`config.mk`:
```
export PLATFORM = sky130hd
export DESIGN_NAME = gated_scan_chain
export DESIGN_NICKNAME = d
export VERILOG_FILES = /design/src/rtl/scan_pkg.sv /design/src/rtl/scan_cell_array.sv /design/src/rtl/sat_counter.sv /design/src/rtl/toggle_meter.sv /design/src/rtl/gated_scan_chain.sv
export SDC_FILE = /design/constraint.sdc
export NUM_CORES = 1
export LEC_CHECK = 0
export ABC_CLOCK_PERIOD_IN_PS = 4070
export BUFFER_PORTS_ARGS = -buffer_cell sky130_fd_sc_hd__buf_2
export CAP_MARGIN = 10
export CORE_MARGIN = 2
export CORE_UTILIZATION = 60
export DETAILED_ROUTE_END_ITERATION = 8
export MAX_ROUTING_LAYER = met4
export PLACE_DENSITY_LB_ADDON = 0.3
export SYNTH_ARGS = -nofsm -noshare
export SYNTH_HDL_FRONTEND = slang
export SYNTH_SLANG_ARGS = --single-unit
export TNS_END_PERCENT = 30
```
`constraint.sdc`:
```
create_clock -name clk -period 4.07 [get_ports clk]
set_clock_uncertainty 0.1 [all_clocks]
set_input_delay 0.2035 -clock clk [delete_from_list [all_inputs] [get_ports clk]]
set_output_delay 0.2035 -clock clk [all_outputs]
set_load 0.02 [all_outputs]
```
`src/rtl/scan_pkg.sv`:
```
package scan_pkg;
  typedef enum logic {
    MODE_LOAD  = 1'b0,
    MODE_SHIFT = 1'b1
  } scan_mode_e;
endpackage

```
`src/rtl/scan_cell_array.sv`:
```
module scan_cell_array #(
  parameter int CHAIN_LEN = 8
) (
  input  logic                 clk,
  input  logic                 rst_n,
  input  scan_pkg::scan_mode_e mode,
  input  logic                 gate_en,
  input  logic                 scan_in,
  input  logic [CHAIN_LEN-1:0] func_d,
  output logic [CHAIN_LEN-1:0] chain_q,
  output logic [CHAIN_LEN-1:0] chain_d,
  output logic [CHAIN_LEN-1:0] logic_q
);
  import scan_pkg::*;

  logic [CHAIN_LEN-1:0] serial_src;
  logic [CHAIN_LEN-1:0] hold_q;
  logic [CHAIN_LEN-1:0] hold_d;
  logic                 hold_en;
  logic                 freeze;

  assign serial_src = {chain_q[CHAIN_LEN-2:0], scan_in};

  for (genvar i = 0; i < CHAIN_LEN; i++) begin : g_cell
    always_comb begin
      if (mode == MODE_SHIFT) chain_d[i] = serial_src[i];
      else                    chain_d[i] = func_d[i];
    end

    always_ff @(posedge clk or negedge rst_n) begin
      if (!rst_n) chain_q[i] <= 1'b0;
      else        chain_q[i] <= chain_d[i];
    end
  end

  assign hold_en = (mode == MODE_LOAD);

  always_comb begin
    hold_d = hold_q;
    if (hold_en) hold_d = chain_d;
  end

  always_ff @(posedge clk or negedge rst_n) begin
    if (!rst_n) hold_q <= '0;
    else        hold_q <= hold_d;
  end

  assign freeze  = gate_en && (mode == MODE_SHIFT);
  assign logic_q = freeze ? hold_q : chain_q;
endmodule

```
`src/rtl/sat_counter.sv`:
```
module sat_counter #(
  parameter int CNT_W = 16,
  parameter int INC_W = 4
) (
  input  logic             clk,
  input  logic             rst_n,
  input  logic             clr,
  input  logic             inc_en,
  input  logic [INC_W-1:0] inc,
  output logic [CNT_W-1:0] cnt
);
  localparam int SUM_W = ((CNT_W > INC_W) ? CNT_W : INC_W) + 1;
  localparam logic [SUM_W-1:0] CEIL = {{(SUM_W-CNT_W){1'b0}}, {CNT_W{1'b1}}};

  logic [SUM_W-1:0] sum;
  logic [CNT_W-1:0] cnt_d;

  always_comb begin
    sum   = SUM_W'(cnt) + SUM_W'(inc);
    cnt_d = cnt;
    if (clr)              cnt_d = '0;
    else if (inc_en) begin
      if (sum > CEIL)     cnt_d = {CNT_W{1'b1}};
      else                cnt_d = sum[CNT_W-1:0];
    end
  end

  always_ff @(posedge clk or negedge rst_n) begin
    if (!rst_n) cnt <= '0;
    else        cnt <= cnt_d;
  end
endmodule

```
`src/rtl/toggle_meter.sv`:
```
module toggle_meter #(
  parameter int CHAIN_LEN = 8,
  parameter int CNT_W     = 16
) (
  input  logic                 clk,
  input  logic                 rst_n,
  input  logic                 clr,
  input  scan_pkg::scan_mode_e mode,
  input  logic [CHAIN_LEN-1:0] cur_state,
  input  logic [CHAIN_LEN-1:0] nxt_state,
  output logic [CNT_W-1:0]     shift_cnt,
  output logic [CNT_W-1:0]     capture_cnt
);
  import scan_pkg::*;
  localparam int TOG_W = $clog2(CHAIN_LEN + 1);

  logic [CHAIN_LEN-1:0] diff;
  logic [TOG_W-1:0]     toggles;
  logic [1:0]           sel;
  logic [CNT_W-1:0]     cnt_arr [2];

  assign diff = cur_state ^ nxt_state;

  always_comb begin
    toggles = '0;
    for (int i = 0; i < CHAIN_LEN; i++) toggles = toggles + TOG_W'(diff[i]);
  end

  assign sel[0] = (mode == MODE_LOAD);
  assign sel[1] = (mode == MODE_SHIFT);

  for (genvar k = 0; k < 2; k++) begin : g_acc
    sat_counter #(.CNT_W(CNT_W), .INC_W(TOG_W)) u_acc (
      .clk    (clk),
      .rst_n  (rst_n),
      .clr    (clr),
      .inc_en (sel[k]),
      .inc    (toggles),
      .cnt    (cnt_arr[k])
    );
  end

  assign capture_cnt = cnt_arr[0];
  assign shift_cnt   = cnt_arr[1];
endmodule

```
`src/rtl/gated_scan_chain.sv`:
```
module gated_scan_chain #(
  parameter int CHAIN_LEN = 8,
  parameter int CNT_W     = 16
) (
  input  logic                 clk,
  input  logic                 rst_n,
  input  logic                 scan_en,
  input  logic                 gate_en,
  input  logic                 scan_in,
  input  logic [CHAIN_LEN-1:0] func_d,
  input  logic                 cnt_clr,
  output logic                 scan_out,
  output logic [CHAIN_LEN-1:0] logic_q,
  output logic [CNT_W-1:0]     shift_toggles,
  output logic [CNT_W-1:0]     capture_toggles
);
  import scan_pkg::*;

  logic [1:0]           rst_pipe;
  logic                 rst_core_n;
  scan_mode_e           mode;
  logic [CHAIN_LEN-1:0] chain_q;
  logic [CHAIN_LEN-1:0] chain_d;

  always_ff @(posedge clk or negedge rst_n) begin
    if (!rst_n) rst_pipe <= 2'b00;
    else        rst_pipe <= {rst_pipe[0], 1'b1};
  end
  assign rst_core_n = rst_pipe[1];

  assign mode = scan_en ? MODE_SHIFT : MODE_LOAD;

  scan_cell_array #(.CHAIN_LEN(CHAIN_LEN)) u_cells (
    .clk     (clk),
    .rst_n   (rst_core_n),
    .mode    (mode),
    .gate_en (gate_en),
    .scan_in (scan_in),
    .func_d  (func_d),
    .chain_q (chain_q),
    .chain_d (chain_d),
    .logic_q (logic_q)
  );

  toggle_meter #(.CHAIN_LEN(CHAIN_LEN), .CNT_W(CNT_W)) u_meter (
    .clk         (clk),
    .rst_n       (rst_core_n),
    .clr         (cnt_clr),
    .mode        (mode),
    .cur_state   (chain_q),
    .nxt_state   (chain_d),
    .shift_cnt   (shift_toggles),
    .capture_cnt (capture_toggles)
  );

  assign scan_out = chain_q[CHAIN_LEN-1];
endmodule

```
==> impl_results.md, run 1 <==
- Final Hold Vio Count: 0
- Max-slew violations: 0
- Diode count: 0
- Wire length on met2: 3620 um
- Design Power: 2.07 mW
- Fin crit period: 4.56 ns
- CP cell instances: nand2_1 > nand2_2 > xor2_1 > ha_1 > fa_1 > inv_1 > fa_1 > fa_2 > fa_2 > inv_4 > fa_2 > a211oi_2 > nor3_2 > buf_4 > and3_1 > and3b_1 > nor3_2
- Initial core utilization: 61.5%
- Initial antenna violation count: 0
- Post-route ant nets: 0
- Rel. slew slack: 30.8%
- Synthesis-stage register bit count: 50
- Starting DRT DRC Count: 202
- Area grow syn2layout: 28.6%
- Syn_nets: 329
- CP Class: reg -> reg
- Cell row count: 25
- Main synth FF type: dfrtp_1
- Status: finished with violations
- H-Tree Depth: 2
- Drt total wl: 6950 um
- Synth Area per Inst: 9.62 um2
- FFs w/ async S/R, synth: 100%
- CP most frequent cell: fa_2
- Ys Warns: 0
- Crit path launch type: register
- Hold WC Path Type: in -> reg
- Part of the cycle the worst path needs: 112%
- DRT Pass-1 Iters: 4
- CP Capture Type: register
- Placer's final routability congestion estimate: 0.824
- First-pass GRT wire length: 11,300 um
- Chip Width: 73.1 um
- Die Area: 0.00535 mm2
- Clk sinks: 50
- CP Max Fanout: 5
- Max Cap Viol: 0
- GRT Total Usage: 27.8%
- Final core utilization: 79.1%
- Die Span Y: 73.1 um
- Clock latency on the worst-skew pair: 0.31 ns
- CTS buffer count: 5
- Max incr delay on CP: 0.57 ns
- Worst EP arrival: 4.70 ns
- Post-Route M1 WL: 2860 um
- Pwr dens: 563 mW/mm2
- Largest net degree at the start of global routing: 49
- Vias per cell: 5.89
- IO Count: 55
- Core area: 0.00466 mm2
- LEAKAGE: 1.89 nW
- Worst EP required: 4.21 ns
- Failing checks: negative setup slack
- Dpl ws: -0.588 ns
- Synth Instances: 298
- Max stage delay cell, worst path: fa_2
- Final setup margin: -0.491 ns
- Clk root buf: clkbuf_8
- Yosys cell types: 47
- Design area: 0.00369 mm2
- Port bufs: 54
- FMAX: 219 MHz
- CTS tree: done
- EDFF count, synth: 0
- Worst vdd ir: 0.000394 V
- Share of layout cells above drive strength 1: 37.3%
- DR DRC count: 0
- Clock Path Buffers: 2
- Worst-Margin Slew: 1.04 ns
- Setup violators final: 32
- Top delay family on crit path: adder cells
- DR WL met3: 377 um
- Post-layout net count: 413
- Worst hold margin: 0.00500 ns
- DP Wirelength: 4850 um
- Top sig layer: met4
- Vias in the first global route: 2,503
- Overflow after GRT: 0
- WP buf/inv: 3
- Vias: 2,576
- RSZ-0062 raised after global routing: true
- CTS clk-pin slew, worst paths: 0.09 ns
- Avg WL per Cell: 15.9 um
- DP Area: 0.00340 mm2
- Mapped Area: 0.00287 mm2
- Register area share after synthesis: 43.6%
cells in the mapped netlist, types with 2 or more instances:
cell,n,area (um2)
ha_1,11,138
a211oi_1,7,52.6
a21oi_1,13,65.1
o21ai_0,8,40.0
nor3_1,11,55.1
nor3_4,2,32.5
nor2_1,22,82.6
xor2_1,6,52.6
nand3_1,12,60.1
a31oi_1,9,56.3
a311oi_1,4,35.0
buf_1,2,7.51
clkbuf_1,6,22.5
o211ai_1,2,15.0
o31a_1,2,17.5
mux2i_1,2,20.0
fa_1,6,120
xnor2_1,6,52.6
o21a_1,2,15.0
mux2_2,9,101
o21bai_1,6,45.0
and4_1,3,26.3
inv_1,10,37.5
dfrtp_1,50,1250
nand2_1,51,191
and3_1,10,62.6
and2_1,6,37.5
logic make-up after synthesis:
family	synth area share, %
AND/OR/NAND/NOR	22.6
AO/OA/AOI/OAI	14.0
flip-flops	43.6
buffers and inverters	2.75
adder cells (fa/ha/maj)	8.99
XOR/XNOR	3.67
multiplexers	4.23
other	0.131
state kept, by name, indices dropped and copies added (netlist names):
register	cells
u_cells.hold_q	8
rst_pipe	2
u_meter.g_acc.u_acc.cnt	32
u_cells.chain_q	8
per-stage QoR:
step	setup TNS, ns	cells
floorplan	-3.07	298
global placement	-10.30	424
detailed placement	-15.44	424
CTS	-11.57	437
global route	-16.43	437
finish	-11.57	437
repair_timing:
item,CTS,global route
buffers inserted,4,0
endpoints found under the setup margin,32,32
pin swaps,17,4
hold buffers,1,0
resized for setup,31,6
hold endpoints to repair,2,0
layout by cell type, fill, tap and decap left out, types with 5 or more instances in the layout:
| cell | count |
|---|---|
| xor2_1 | 6 |
| ha_1 | 9 |
| a211oi_1 | 6 |
| nor3_2 | 5 |
| mux2_2 | 8 |
| clkbuf_8 | 6 |
| a21oi_1 | 10 |
| dfrtp_1 | 49 |
| nor2_1 | 22 |
| and2_1 | 5 |
| inv_1 | 9 |
| nand2_1 | 48 |
| o21bai_1 | 6 |
| buf_4 | 27 |
| buf_2 | 54 |
| nand3_1 | 9 |
| a31oi_1 | 9 |
| and3_1 | 8 |
| xnor2_1 | 5 |
| nor3_1 | 7 |
where the power goes:
part,total (mW),switching [mW],internal [mW],leakage (nW)
clock,0.305,0.168,0.137,0.0482
combinational,1.17,0.594,0.575,1.19
sequential,0.600,0.0585,0.542,0.657
area by class of cell:
type                            count  area [um2]
Clock inverter                      1        5.00
Clock buffer                        7        86.3
Tap cell                           54        67.6
Inverter                           11        45.0
Fill cell                         316         975
Sequential cell                    50        1250
Timing Repair Buffer               86         528
Multi-Input combinational cell    228        1700
per-layer routing:
metal  GRT usage, %  vias to the layer above
met5              -                        -
met4           8.23                        0
met3           4.70                       10
met2           47.1                       82
met1           33.9                     1254
li1               -                     1230
tightest hold or removal path: stages:
cell and delay (ns):
buf_2 0.08, nand2_1 0.05, nand2_1 0.05
worst paths after layout:
kind	slack, ns	depth (start not counted)	to	from
setup / recovery	-0.49	17	u_meter.g_acc[0].u_acc.cnt[10]	u_cells.chain_q[0]
hold / removal	0.005	3	u_cells.hold_q[7]	func_d[7]
setup reg to reg	-0.49	17	u_meter.g_acc[0].u_acc.cnt[10]	u_cells.chain_q[0]
hold reg to reg	0.26	0	rst_pipe[1]	rst_pipe[0]
max in group asynchronous	2.86	0	u_meter.g_acc[0].u_acc.cnt[4]	rst_pipe[1]
min in group asynchronous	0.09	2	rst_pipe[1]	rst_n
(Power assumes the default switching activity.)
==> inputs of run 2 (changes only) <==
--- a/config.mk
+++ b/config.mk
@@ -5,6 +5,7 @@
 export SDC_FILE = /design/constraint.sdc
 export NUM_CORES = 1
 export LEC_CHECK = 0
+export ABC_AREA = 1
 export ABC_CLOCK_PERIOD_IN_PS = 4070
 export BUFFER_PORTS_ARGS = -buffer_cell sky130_fd_sc_hd__buf_2
 export CAP_MARGIN = 10
==> run 2 against run 1 <==
Effect of this change: the flow still finishes with violations (negative setup slack); critical path depth grew 1; utilization shrank 3.1 points; synthesized area grew 17%; critical endpoint is now u_meter.g_acc[1].u_acc.cnt[4]; largest power group unchanged; highest routed layer unchanged.
==> impl_results.md, run 2 <==
- Hold WC Path Type: in -> reg (unchanged)
- Final core utilization: 76.0% (was 79.1%)
- R2R cell count: 18 (was 17)
- Pwr dens: 486 mW/mm2 (was 563 mW/mm2)
- Design Power: 2.01 mW (was 2.07 mW)
- Share of layout cells above drive strength 1: 27.0% (was 37.3%)
- Count leader, synth: nand2_1 (unchanged)
- Reg-to-reg slack, setup: -0.28 ns (was -0.49 ns)
- CP Capture Type: register (unchanged)
- Part of the cycle the worst path needs: 107% (was 112%)
- Filler instances: 409 (was 316)
- Worst EP arrival: 4.42 ns (was 4.70 ns)
- Commonest cells after routing, fill and taps aside: nand2_1, buf_2, dfrtp_1 (was buf_2, dfrtp_1, nand2_1)
- Top delay family on crit path: adder cells (unchanged)
- FF+latch area: 0.00125 mm2 (unchanged)
- Commonest non-fill, non-tap cell in the layout: nand2_1 (was buf_2)
- Clock latency on the worst-skew pair: 0.30 ns (was 0.31 ns)
- FMAX: 230 MHz (was 219 MHz)
- FFs w/ async S/R, synth: 100% (unchanged)
- Placer's final routability congestion estimate: 0.928 (was 0.824)
- CP cell instances: nand2_1 > nand2_2 > xor2_1 > ha_1 > fa_1 > inv_1 > fa_1 > fa_2 > fa_2 > inv_2 > fa_2 > nand3_4 > nand2_4 > buf_6 > xor2_1 > nand2_1 > nand2_1 > o21ai_0 (was nand2_1 > nand2_2 > xor2_1 > ha_1 > fa_1 > inv_1 > fa_1 > fa_2 > fa_2 > inv_4 > fa_2 > a211oi_2 > nor3_2 > buf_4 > and3_1 > and3b_1 > nor3_2)
- Hold Crit Start: func_d[7] (unchanged)
- Max-slew violations: 0 (unchanged)
- Vias in the first global route: 3,026 (was 2,503)
- DP Wirelength: 5750 um (was 4850 um)
- Vias per cell: 5.45 (was 5.89)
- Failing checks: negative setup slack (unchanged)
- Yosys cell types: 33 (was 47)
- Initial core utilization: 61.6% (was 61.5%)
- CP Class: reg -> reg (unchanged)
- First-pass GRT wire length: 13,700 um (was 11,300 um)
- Diode count: 0 (unchanged)
- Multi-input logic area: 0.00206 mm2 (was 0.00170 mm2)
- Max incr delay on CP: 0.58 ns (was 0.57 ns)
- Max FFs per register: 32 (unchanged)
- Critical R2R Launch: u_cells.chain_q[0] (unchanged)
- Core area: 0.00544 mm2 (was 0.00466 mm2)
- WP buf/inv: 3 (unchanged)
- Max Cap Viol: 0 (unchanged)
- Biggest regs: u_meter.g_acc.u_acc.cnt (32), u_cells.chain_q (8), u_cells.hold_q (8) (unchanged)
- Post-layout net count: 556 (was 413)
- Post-route ant nets: 0 (unchanged)
- Synthesis-stage register bit count: 50 (unchanged)
- RR Endpoint: u_meter.g_acc[1].u_acc.cnt[4] (was u_meter.g_acc[0].u_acc.cnt[10])
- Worst EP required: 4.14 ns (was 4.21 ns)
- List of most frequent post-synthesis cells: nand2_1, dfrtp_1, inv_1 (was nand2_1, dfrtp_1, nor2_1)
- Area leader, netlist: dfrtp_1 (unchanged)
- Area contributors post-synth: dfrtp_1, nand2_1, inv_1 (was dfrtp_1, nand2_1, ha_1)
- Final setup margin: -0.276 ns (was -0.491 ns)
- Chip Width: 78.7 um (was 73.1 um)
- Final setup TNS: -4.52 ns (was -11.57 ns)
- DR DRC count: 0 (unchanged)
- CTS tree: done (unchanged)
- Synth Instances: 454 (was 298)
- Clock Path Buffers: 2 (unchanged)
- GRT Total Usage: 28.3% (was 27.8%)
- Die Area: 0.00620 mm2 (was 0.00535 mm2)
- Clk sinks: 50 (unchanged)
- Crit path launch type: register (unchanged)
- CTS clk-pin slew, worst paths: 0.09 ns (about the same)
- Clk root buf: clkbuf_8 (unchanged)
- Worst-Margin Slew: 1.06 ns (was 1.04 ns)
- Vias: 3,258 (was 2,576)
- Area grow syn2layout: 23.4% (was 28.6%)
- Main synth FF type: dfrtp_1 (unchanged)
- H-Tree Depth: 2 (unchanged)
- Starting DRT DRC Count: 320 (was 202)
- Synth Area per Inst: 7.38 um2 (was 9.62 um2)
- Share of the synthesized area in the top cell type: 37.4% (was 43.6%)
- LEAKAGE: 2.30 nW (was 1.89 nW)
- Fin crit period: 4.35 ns (was 4.56 ns)
- Setup violators final: 32 (unchanged)
- Mapped Area: 0.00335 mm2 (was 0.00287 mm2)
- Initial antenna violation count: 0 (unchanged)
- CTS buffer count: 5 (unchanged)
- Register area share after synthesis: 37.4% (was 43.6%)
- Final Hold Vio Count: 0 (unchanged)
- Worst vdd ir: 0.000320 V (was 0.000394 V)
- Drt total wl: 8480 um (was 6950 um)
- Design area: 0.00413 mm2 (was 0.00369 mm2)
- Max stage delay cell, worst path: fa_2 (unchanged)
- Hold Crit Depth: 3 (unchanged)
- IO Count: 55 (unchanged)
- Avg WL per Cell: 14.2 um (was 15.9 um)
- Largest net degree at the start of global routing: 49 (unchanged)
- Ys Warns: 0 (unchanged)
- Worst hold margin: 0.0308 ns (was 0.00500 ns)
- CP Max Fanout: 4 (was 5)
- EDFF count, synth: 0 (unchanged)
- Port bufs: 54 (unchanged)
- DP Area: 0.00382 mm2 (was 0.00340 mm2)
- Worst hold endpoint: u_cells.hold_q[7] (unchanged)
- Syn_nets: 485 (was 329)
- RSZ-0062 raised after global routing: true (unchanged)
- Cell row count: 27 (was 25)
- Status: finished with violations (unchanged)
- Overflow after GRT: 0 (unchanged)
- Rel. slew slack: 29.3% (was 30.8%)
- Largest Register: u_meter.g_acc.u_acc.cnt (unchanged)
- Die Span Y: 78.7 um (was 73.1 um)
- DRT Pass-1 Iters: 5 (was 4)
-- run 2: cell count changes after synthesis, sizes merged, moves of 11 or more --
| cell | before | now |
|---|---|---|
| nand2 | 51 | 190 |
| inv | 10 | 49 |
| a21oi | 14 | 3 |
| o21ai | 8 | 28 |
| nor3 | 14 | 2 |
| nand3 | 13 | 36 |
-- run 2: kinds of logic after synthesis --
| group | Yosys count | synth area share [%] |
|---|---|---|
| AND/OR/NAND/NOR | 270 | 36.2 |
| buffers and inverters | 62 | 8.14 |
| flip-flops | 50 | 37.4 |
| AO/OA/AOI/OAI | 36 | 5.75 |
| XOR/XNOR | 18 | 4.71 |
| adder cells (fa/ha/maj) | 17 | 7.70 |
| other | 1 | 0.112 |
-- run 2: where the power goes --
part | switching [mW] | internal [mW]
Clock | 0.167 | 0.120
Combinational | 0.623 | 0.494
Sequential | 0.0607 | 0.543
Total | 0.850 | 1.16
-- run 2: per-layer routing --
layer	up-vias	GRT usage (%)	routed length, um
li1	1570	-	-
met1	1497	36.1	3470
met2	164	47.5	4240
met3	27	4.55	583
met4	0	7.54	186
met5	-	-	0
-- run 2: worst max-delay path by stage --
stage / startpoint / to / cells past startpoint
floorplan: scan_en / u_meter.g_acc[0].u_acc.cnt[9] / 23
global placement: scan_en / u_meter.g_acc[1].u_acc.cnt[5] / 21
detailed placement: scan_en / u_meter.g_acc[0].u_acc.cnt[8] / 21
CTS: u_cells.chain_q[0] / u_meter.g_acc[0].u_acc.cnt[11] / 20
global route: u_cells.chain_q[0] / u_meter.g_acc[0].u_acc.cnt[10] / 20
finish: u_cells.chain_q[0] / u_meter.g_acc[1].u_acc.cnt[4] / 18
-- run 2: worst min-delay path, stage by stage --
cell     delay [ns]
buf_2          0.08
nand2_1        0.05
o21ai_0        0.06
-- run 2: cell type report --
cell class | count | share of cell area, %
Clock buffer | 6 | 1.76
Multi-Input combinational cell | 344 | 49.8
Inverter | 49 | 4.45
Sequential cell | 50 | 30.3
Tap cell | 72 | 2.18
Clock inverter | 2 | 0.242
Timing Repair Buffer | 75 | 11.3
-- run 2: per-stage QoR --
step	setup slack, ns	instances
2_1_floorplan	-0.101	454
6_report	-0.276	598
3_5_place_dp	-0.380	582
4_1_cts	-0.239	595
3_3_place_gp	-0.292	582
5_1_grt	-0.463	598
-- run 2: repair_timing --
item / CTS / global route
pin swaps: 2 / 6
buffers inserted: 3 / 1
endpoints found under the hold margin: 2 / 0
gates cloned: 1 / 1
setup endpoints to repair: 32 / 32
hold buffers: 1 / 0
gates resized for setup: 7 / 21
==> inputs of run 3 (changes only) <==
--- a/config.mk
+++ b/config.mk
@@ -6,11 +6,12 @@
 export NUM_CORES = 1
 export LEC_CHECK = 0
 export ABC_AREA = 1
-export ABC_CLOCK_PERIOD_IN_PS = 4070
+export ABC_CLOCK_PERIOD_IN_PS = 5400
 export BUFFER_PORTS_ARGS = -buffer_cell sky130_fd_sc_hd__buf_2
 export CAP_MARGIN = 10
 export CORE_MARGIN = 2
 export CORE_UTILIZATION = 60
+export CTS_BUF_LIST = sky130_fd_sc_hd__clkbuf_8
 export DETAILED_ROUTE_END_ITERATION = 8
 export MAX_ROUTING_LAYER = met4
 export PLACE_DENSITY_LB_ADDON = 0.3
==> constraint.sdc (replaced) <==
create_clock -name clk -period 5.4 [get_ports clk]
set_clock_uncertainty 0.1 [all_clocks]
set_input_delay 0.27 -clock clk [delete_from_list [all_inputs] [get_ports clk]]
set_output_delay 0.27 -clock clk [all_outputs]
set_load 0.02 [all_outputs]
==> run 3 against run 2 <==
Effect of this change: clock power shrank 23%; non-clock buffer count shrank 18; power fell by 37%; via count is 7.0% lower; count of clock-buffer cells in the layout unchanged; sequential cell count unchanged; critical path depth up 2; largest power group unchanged; die area stayed put; the flow now finishes without violations; first-iteration DRC count fell by 39%.
==> impl_results.md, run 3 (same netlist as run 2, synthesis figures left out) <==
- DP Wirelength: 5220 um (was 5750 um)
- First-pass GRT wire length: 12,200 um (was 13,700 um)
- Filler instances: 486 (was 409)
- RSZ-0062 raised after global routing: false (was true)
- CTS hold repair buffers: 1 (unchanged)
- Switching power: 527 uW (was 850 uW)
- Fin crit period: 4.74 ns
- Core area: 0.00544 mm2 (unchanged)
- Net Sw Frac: 41.4% (was 42.4%)
- Vias: 3,030 (was 3,258)
- Pwr dens: 340 mW/mm2 (was 486 mW/mm2)
- Worst EP required: 5.49 ns (was 4.14 ns)
- Clock Path Buffers: 2 (unchanged)
- Commonest cells after routing, fill and taps aside: nand2_1, buf_2, inv_1, dfrtp_1, nand3_1 (was nand2_1, buf_2, dfrtp_1)
- Die Span Y: 78.7 um (unchanged)
- Vias in the first global route: 2,829 (was 3,026)
- Commonest non-fill, non-tap cell in the layout: nand2_1 (unchanged)
- Internal power: 744 uW (was 1.16 mW)
- Post-route ant nets: 0 (unchanged)
- Placer's final routability congestion estimate: 0.944 (was 0.928)
- Worst hold margin: 0.0978 ns (was 0.0308 ns)
- Starting DRT DRC Count: 195 (was 320)
- Setup violators final: 0 (was 32)
- Largest net degree at the start of global routing: 49 (unchanged)
- LEAKAGE: 2.14 nW (was 2.30 nW)
- Design Power: 1.27 mW (was 2.01 mW)
- Worst-Margin Slew: 1.03 ns (was 1.06 ns)
- Initial core utilization: 61.6% (unchanged)
- CTS resizes: 0 (was 7)
- Post-CTS Setup Bufs: 0 (was 3)
- Status: finished clean (was finished with violations)
- CTS buffer count: 5 (unchanged)
- Hold WC Path Type: in -> reg (unchanged)
- CP Class: in -> reg (was reg -> reg)
- CTS clk-pin slew, worst paths: 0.09 ns (about the same)
- DR DRC count: 0 (unchanged)
- Crit path launch type: input port (was register)
- Diode count: 0 (unchanged)
- Share of layout cells above drive strength 1: 17.0% (was 27.0%)
- Worst vdd ir: 0.000189 V (was 0.000320 V)
- Clk sinks: 50 (unchanged)
- Final setup margin: 0.661 ns (was -0.276 ns)
- Cell row count: 27 (unchanged)
- GRT Total Usage: 25.2% (was 28.3%)
- Seq pwr share: 35.5% (was 30.1%)
- CP Max Fanout: 20 (was 4)
- Die Area: 0.00620 mm2 (unchanged)
- Max-slew violations: 0 (unchanged)
- Comb pwr share: 47.1% (was 55.6%)
- Clock share of power: 17.4% (was 14.3%)
- Avg WL per Cell: 12.2 um (was 14.2 um)
- Overflow after GRT: 0 (unchanged)
- Max Cap Viol: 0 (unchanged)
- Drt total wl: 7070 um (was 8480 um)
- CP Capture Type: register (unchanged)
- Part of the cycle the worst path needs: 87.8%
- Chip Width: 78.7 um (unchanged)
- Final Hold Vio Count: 0 (unchanged)
- Vias per cell: 5.24 (was 5.45)
- Largest Register: u_meter.g_acc.u_acc.cnt (unchanged)
- Clk root buf: clkbuf_8 (unchanged)
- IO Count: 55 (unchanged)
- Worst EP arrival: 4.83 ns (was 4.42 ns)
- Rel. slew slack: 31.5% (was 29.3%)
- Biggest regs: u_meter.g_acc.u_acc.cnt (32), u_cells.chain_q (8), u_cells.hold_q (8) (unchanged)
- Port bufs: 54 (unchanged)
- DRT Pass-1 Iters: 5 (unchanged)
- H-Tree Depth: 2 (unchanged)
- FMAX: 211 MHz
- Final setup TNS: 0 ns (was -4.52 ns)
- Area grow syn2layout: 11.7% (was 23.4%)
- CTS tree: done (unchanged)
- Clock latency on the worst-skew pair: 0.30 ns (about the same)
- Post-layout net count: 536 (was 556)
- Initial antenna violation count: 0 (unchanged)
- Max FFs per register: 32 (unchanged)
- Dpl ws: 0.323 ns (was -0.380 ns)
-- run 3: area by class of cell --
| type | instances | area (um2) | area share (%) |
|---|---|---|---|
| inverters | 49 | 184 | 4.92 |
| multi-input cells | 342 | 1830 | 48.9 |
| flip-flops and latches | 50 | 1250 | 33.5 |
| clock buffers | 6 | 82.6 | 2.21 |
| well taps | 72 | 90.1 | 2.41 |
| clock inverters | 2 | 8.76 | 0.234 |
| repair buffers | 57 | 295 | 7.89 |
-- run 3: power groups by stage --
stage                     sequential, mW  combinational [mW]  clock [mW]
final                              0.451               0.598       0.221
after global placement             0.457               0.580           0
after detailed placement           0.458               0.594           0
after floorplan                    0.476               0.436           0
after CTS                          0.451               0.599       0.230
after global routing               0.457               0.681       0.245
-- run 3: per-stage QoR --
step	instances	utilization [%]	cell area, um2
after CTS	578	68.8	3740
after detailed placement	569	66.9	3640
after global placement	569	66.9	3640
after global routing	578	68.8	3740
after floorplan	454	-	3350
final	578	68.8	3740
-- run 3: final timing paths --
path	from	to	slack, ns	cells after the start
min reg2reg	rst_pipe[0]	rst_pipe[1]	0.26	0
min	func_d[3]	u_cells.hold_q[3]	0.1	3
max in group asynchronous	rst_pipe[1]	u_meter.g_acc[0].u_acc.cnt[3]	4.22	0
max reg2reg	u_cells.chain_q[0]	u_meter.g_acc[1].u_acc.cnt[8]	0.84	18
max	scan_en	u_meter.g_acc[1].u_acc.cnt[8]	0.66	20
min in group asynchronous	rst_n	rst_pipe[1]	0.19	2
-- run 3: worst max-delay path, stage by stage --
cell     delay (ns)
buf_2          0.15
inv_1          0.38
nand2_1        0.15
nand2_1        0.12
xor2_1         0.15
ha_1           0.26
fa_1           0.54
inv_1          0.05
fa_1           0.50
fa_1           0.47
fa_1           0.49
inv_1          0.10
fa_1           0.45
nand3_1        0.12
nand2_1        0.15
nand2_1        0.15
xor2_1         0.15
nand2_1        0.07
nand2_1        0.06
nand2_1        0.05
-- run 3: metal layers --
layer | vias up | global-route usage (%) | wire length (um)
li1 | 1522 | - | -
met1 | 1431 | 32.7 | 3290
met2 | 71 | 41.8 | 3430
met3 | 6 | 3.86 | 285
met4 | 0 | 6.49 | 58
met5 | - | - | 0
